==> src/rtl/serpanel_port.sv <==
module serpanel_port #(
  parameter int AW        = 8,
  parameter int DW        = 8,
  parameter int SETUP_CYC = 8,
  parameter int HIGH_CYC  = 1,
  parameter int GAP_CYC   = 6
) (
  input  logic          clk,
  input  logic          rst_n,
  input  logic          start,
  input  logic          rd_sel,
  input  logic [AW-1:0] addr,
  input  logic [DW-1:0] wdata,
  output logic [DW-1:0] rdata,
  output logic          busy,
  output logic          done,
  output logic          pnl_en,
  output logic          pnl_sck,
  output logic          pnl_sdo,
  output logic          pnl_sdo_oe,
  input  logic          pnl_sdi
);
  localparam int FW   = AW + DW;
  localparam int M1   = (SETUP_CYC > HIGH_CYC) ? SETUP_CYC : HIGH_CYC;
  localparam int MAXC = (M1 > GAP_CYC) ? M1 : GAP_CYC;
  localparam int CW   = $clog2(MAXC + 1);
  localparam int BW   = $clog2(FW);

  typedef enum logic [1:0] {S_IDLE, S_LOW, S_HIGH, S_GAP} phase_t;

  phase_t        ph;
  logic [CW-1:0] cnt;
  logic [BW-1:0] bitn;
  logic [FW-1:0] sh;
  logic [DW-1:0] cap;
  logic [DW-1:0] rd_q;
  logic          is_rd;
  logic          done_q;

  wire active  = (ph == S_LOW) || (ph == S_HIGH);
  wire rx      = is_rd && (bitn >= BW'(AW));
  wire low_end = (cnt == CW'(SETUP_CYC - 1));
  wire hi_end  = (cnt == CW'(HIGH_CYC - 1));
  wire gap_end = (cnt == CW'(GAP_CYC - 1));
  wire last    = (bitn == BW'(FW - 1));

  assign pnl_en     = !active;
  assign pnl_sck    = (ph == S_HIGH);
  assign pnl_sdo_oe = !(active && rx);
  assign pnl_sdo    = active && !rx && sh[FW-1];
  assign busy       = (ph != S_IDLE);
  assign done       = done_q;
  assign rdata      = rd_q;

  always_ff @(posedge clk or negedge rst_n) begin
    if (!rst_n) begin
      ph     <= S_IDLE;
      cnt    <= '0;
      bitn   <= '0;
      sh     <= '0;
      cap    <= '0;
      rd_q   <= '0;
      is_rd  <= 1'b0;
      done_q <= 1'b0;
    end else begin
      done_q <= 1'b0;
      case (ph)
        S_IDLE: if (start) begin
          ph    <= S_LOW;
          cnt   <= '0;
          bitn  <= '0;
          cap   <= '0;
          is_rd <= rd_sel;
          sh    <= {rd_sel | addr[AW-1], addr[AW-2:0], rd_sel ? {DW{1'b0}} : wdata};
        end
        S_LOW: begin
          if (low_end) begin
            ph  <= S_HIGH;
            cnt <= '0;
          end else begin
            cnt <= cnt + 1'b1;
          end
        end
        S_HIGH: begin
          if (hi_end) begin
            cnt <= '0;
            sh  <= {sh[FW-2:0], 1'b0};
            if (rx) cap <= {cap[DW-2:0], pnl_sdi};
            if (last) begin
              ph     <= S_GAP;
              done_q <= 1'b1;
              if (is_rd) rd_q <= {cap[DW-2:0], pnl_sdi};
            end else begin
              ph   <= S_LOW;
              bitn <= bitn + 1'b1;
            end
          end else begin
            cnt <= cnt + 1'b1;
          end
        end
        default: begin
          if (gap_end) begin
            ph  <= S_IDLE;
            cnt <= '0;
          end else begin
            cnt <= cnt + 1'b1;
          end
        end
      endcase
    end
  end
endmodule


==> config.mk <==
export PLATFORM = sky130hd
export DESIGN_NAME = serpanel_port
export DESIGN_NICKNAME = d
export VERILOG_FILES = /design/src/rtl/serpanel_port.sv
export SDC_FILE = /design/constraint.sdc
export NUM_CORES = 1
export LEC_CHECK = 0
export BUFFER_PORTS_ARGS = -buffer_cell sky130_fd_sc_hd__buf_2
export CORE_UTILIZATION = 40
export DETAILED_ROUTE_END_ITERATION = 7
export PLACE_DENSITY = 0.71
export RECOVER_POWER = 25
export SLEW_MARGIN = 5
export SYNTH_ARGS = -nofsm -noshare
export SYNTH_HDL_FRONTEND = slang
export SYNTH_SLANG_ARGS = --single-unit
==> constraint.sdc <==
create_clock -name clk -period 4.81 [get_ports clk]
set_input_delay 0.2405 -clock clk [delete_from_list [all_inputs] [get_ports clk]]
set_output_delay 0.2405 -clock clk [all_outputs]
set_load 0.02 [all_outputs]
; ---- Yosys cells after proc, flatten, opt, wreduce, memory -nomap -nowiden
; Cells that the tools add are included.
; Widths: inputs -> output; s select.
[op_classes]
bitwise = 1
n_mux = 25
n_reduce_logical = 19
addsub = 2
n_lt_le_gt_ge = 1
eq_ne = 10
[ops]
columns = operator, n
row1 = $mux 16, 2
row2 = $pmux 16 s2, 1
row3 = $mux 4, 6
row4 = $mux 7, 3
row5 = $reduce_and 4->1, 4
row6 = $pmux 7 s2, 1
row7 = $pmux 4 s3, 1
row8 = $mux 2, 5
row9 = $add 4x1->4 const B, 2
row10 = $eq 4x3->1 const B, 2
row11 = $mux 8, 1
row12 = $pmux 4 s2, 1
row13 = $ne 2x2->1 const B, 3
row14 = $pmux 2 s3, 1
row15 = $eq 4x4->1 const B, 1
row16 = $ge 4x4->1 const B, 1
row17 = $logic_and 1x1->1, 4
row18 = $logic_not 4->1, 1
row19 = $ne 2x1->1 const B, 2
row20 = $reduce_bool 2->1, 2
row21 = $reduce_bool 4->1, 1
row22 = $logic_not 1->1, 3
row23 = $mux 1, 3
row24 = $reduce_and 3->1, 1
row25 = 6 further kinds, 6
[word_totals]
reg_bits = 43
wordCells = 66
inputBits = 21
out_inout_bits = 14

; ---- Depth between registers and ports, before layout
[logic_depth]
ltp_word = 5
ltp_mapped = 8
ltp_nobuf = 6

; ---- Least setup slack after synthesis
; OpenSTA, ideal clock, no wires.
[synth_path]
path_kind = flip-flop to flip-flop
start = reg ph[0]
end = reg sh[10]
synth_period_minus_slack_ps = 1975
required_time_ps = 4682
path_stages_with_launch = 8
path_buffers = 3
t_arrival_ps = 1847
setup_slack_ps = 2835
setup_ps = 128
path_cell_list = dfrtp_1 inv_1 ha_1 buf_2 buf_2 clkbuf_1 mux2i_1 o21ai_0
[synth_via]
elab_chain_len = 3
elab_cells_between_ends = 7
classes_between = eq/ne: 3 / mux: 1 / reduce/logical: 3
[synth_lines]
columns = item, line_no
row1 = "start, declared", 31  ; phase_t ph;
row2 = "start signal, assigned", 57  ; ph <= S_IDLE;
row3 = "start signal, assigned", 69  ; ph <= S_LOW;
row4 = "start signal, assigned", 78  ; ph <= S_HIGH;
row5 = $eq 2x2->1 (*), n/a
row6 = via pnl_sck, 18  ; output logic pnl_sck,
row7 = $ne 2x1->1 (no source line) / $reduce_bool 2->1 (equally long branches), n/a
row8 = $reduce_and 3->1 (no source line), n/a
row9 = "end signal, assigned", 74  ; sh <= {rd_sel | addr[AW-1], addr[AW-2:0], rd_sel ? {DW{1'b0}} : wdata};
row10 = "end signal, assigned", 87  ; sh <= {sh[FW-2:0], 1'b0};
row11 = "end, declared", 34  ; logic [FW-1:0] sh;
; The timed path passes the listed nets; every way through them passes the cells marked *.
; A chain may end at the register's enable or synchronous reset.

; ---- Worst setup path after layout
[layout_path]
start = reg ph[0]
end = reg sh[6]
[layout_via]
elab_chain_len = 3
elab_cells_between_ends = 7
classes_between = eq/ne: 3 / mux: 1 / reduce/logical: 3
[layout_lines]
columns = item, line_no
row1 = $eq 2x2->1 / $logic_not 2->1 (equally long branches), 67  ; case (ph)
row2 = $ne 2x1->1 (no source line) (tied with other cells), n/a
row3 = $reduce_and 3->1 (no source line), n/a
; Several ways; a longest one is shown, not always the timed one.

==> reports/qor.yml <==
status: "finished with violations"
violations: "max-capacitance violations, max-slew violations"
cts_hold_buf: 0
synth_simple_gate_area_share_pct: 19.71
synth_compound_area_share_pct: 12.44
fmaxAchievable_ghz: 0.3908
synth_flop_cell: "dfrtp_1"
max-vdd-ir-drop_uv: 271.3
ys_warn_count: 0
post-place-ws_ns: 2.216
hpwlAfterDp_mm: 3.094
diodes: 0
grt_first_pass_wirelength_mm: 7.748
slew_headroom_pct: -53.13
holdCritStartpoint: "wdata[0]"
power.density_mw_per_mm2: 568.2
core.rowCount: 26
cts_buffers: 5
track_usage_pct: 18.26
synthTopCellsByArea: "dfrtp_1 (49%), ha_1 (5.7%), nand2_1 (5.0%)"
die_area_sq_mm: 0.005758
cts.clk_slew.worst_paths_ns: 0.08
crit_required_ns: 4.99
reg2regPathDepth: 6
syn_area_per_cell_sq_um: 9.970
setup_viol: 0
critPathMaxFanout: 32
ys_seq_area_share_pct: 49.28
core_area_sq_mm: 0.005172
hold_violations: 0
synth_xor_area_share_pct: 0
ant_nets: 0
die_y_microns: 75.88
async_flop_share_pct: 100.0
drc: 0
synth_cell_type_count: 36
tightest_slew_ns: 2.297
hold_end: "sh[0]$_DFFE_PN0P_"
critPathLaunchType: "flop"
ctsResizeCount: 0
rrSetupSlack_ns: 2.25
die_w_microns: 75.88
rr_endpoint: "sh[6]$_DFFE_PN0P_"
cts.sinks: 43
design_area_sq_mm: 0.002501
fin_crit_ns: 2.559
portBuffers: 34
ioPinCount: 35
ys_ff_latch: 43
max_cap_viol_count: 1
clk_path_buf_depth: 2
first_pass_iters: 4
grt_pass1_vias: 1670
place.gp.congestion: 0.7932
slew_violations: 44
grt_max_degree: 44
synth_top_family_by_area: "simple AND/OR/NAND/NOR gates"
rr_startpoint: "ph[0]$_DFFE_PN0P_"
syn2layout_area_growth_pct: 14.56
htree_levels: 2
synth_common_cells: "dfrtp_1 (43), nand2_1 (29), nor2_1 (21)"
rsz0062_at_grt: "no"
synth_edf_count: 0
timing.final.crit_share_pct: 53.19
yosysMostFrequentCell: "dfrtp_1"
skew_ns: 0.005260
drive_gt1_share_pct: 21.43
fin_ws_ns: 2.251
synthMuxAreaShare_pct: 8.768
worstHoldPathType: "primary input to flop"
yosys.area.top_type: "dfrtp_1"
root_buffer: "clkbuf_8"
vias_per_cell: 5.382
post-cts-setup-buffers: 0
synth_adder_area_share_pct: 5.731
first_iter_violations: 78
wl_per_cell_microns: 13.91
netlist_area_sq_mm: 0.002183
via_count: 1733
initial_core_util_pct: 42.21
dpl_cell_area_sq_mm: 0.002390
crit_arrival_ns: 2.74
worstSetupEndpointType: "flop"
tritoncts: "done"
syn-instance-count: 219
holdPathStages: 3
clock_latency_ns: 0.30
finalNetCount: 282
setup-tns-final_ns: 0
syn-num-nets: 250
cellLeakagePower_nw: 1.203
antenna_found_initial: 0
synth.top_cell.area_share_pct: 49.28
crit_type: "flop to flop"
grt-ovfl-total: 0
routed_wirelength_mm: 4.478
==> power breakdown <==
group | internal, mW | switching, mW | leakage (nW) | total [mW]
Sequential | 0.463 | 0.0751 | 0.561 | 0.538
Clock | 0.155 | 0.127 | 0.0581 | 0.282
Combinational | 0.217 | 0.385 | 0.584 | 0.602
==> metrics by stage <==
stage	utilization (%)	power (mW)	cells	hold WS [ns]
global route	48.36	1.549	322	0.1838
detailed placement	46.20	1.158	314	0.4563
CTS	48.38	1.442	322	0.1184
global placement	46.20	1.134	314	0.4467
finish	48.36	1.421	322	0.1701
floorplan	-	1.026	219	-0.05509
==> cells by family (layout without fill, tap and decap cells) <==
group,Yosys count,count (layout)
AOI/OAI and AO/OA,41,41
DFF,43,43
and+or+nand+nor,89,89
adders and majority gates,10,10
buffers and inverters,18,51
muxes,18,18
==> cell usage in the layout (no fill, tap or decap), types with 9 or more instances in the layout <==
| master | instances |
|---|---|
| o21ai_0 | 16 |
| mux2i_1 | 9 |
| nand2_1 | 29 |
| buf_2 | 33 |
| mux2_2 | 9 |
| nand4_1 | 10 |
| ha_1 | 10 |
| dfrtp_1 | 43 |
| nand3_1 | 15 |
| nor2_1 | 21 |
==> critical path, cell delays in order, from the launching register on <==
cell and delay (ns):
dfrtp_1 0.42, inv_1 0.12, ha_1 0.60, nor2_1 0.22
a211o_1 0.62, a221oi_1 0.37, nor2_1 0.07
==> registers in the layout, indices dropped and copies added (netlist names) <==
name   count
ph         2
sh        16
bitn       4
is_rd      1
done       1
rdata      8
cnt        4
cap        7
==> how the worst max path moves through the flow <==
stage / startpoint / end / cells after the start
after floorplan: ph[0]$_DFFE_PN0P_ / sh[10]$_DFFE_PN0P_ / 7
after detailed placement: ph[0]$_DFFE_PN0P_ / sh[6]$_DFFE_PN0P_ / 6
final: ph[0]$_DFFE_PN0P_ / sh[6]$_DFFE_PN0P_ / 6
after global placement: ph[0]$_DFFE_PN0P_ / bitn[1]$_DFFE_PN0P_ / 6
after global routing: ph[0]$_DFFE_PN0P_ / sh[5]$_DFFE_PN0P_ / 6
after CTS: ph[0]$_DFFE_PN0P_ / sh[6]$_DFFE_PN0P_ / 6
==> final cells by class <==
| class | count | area (sq um) |
|---|---|---|
| clock buffers | 5 | 68.82 |
| flip-flops and latches | 43 | 1076 |
| well taps | 70 | 87.58 |
| inverters | 8 | 30.03 |
| fillers | 496 | 2671 |
| multi-input cells | 158 | 1018 |
| clock inverters | 3 | 43.79 |
| repair buffers | 35 | 176.4 |
==> per-layer routing <==
metal  global-route usage [%]  vias to the layer above  share of wire [%]
met1                    23.77                      850                 46
met5                        0                        -                  0
met4                    8.025                        0                1.7
met3                    3.307                        7                3.8
li1                         -                      840                  -
met2                    29.79                       36                 48
Power figures use the tool's default switching activity.
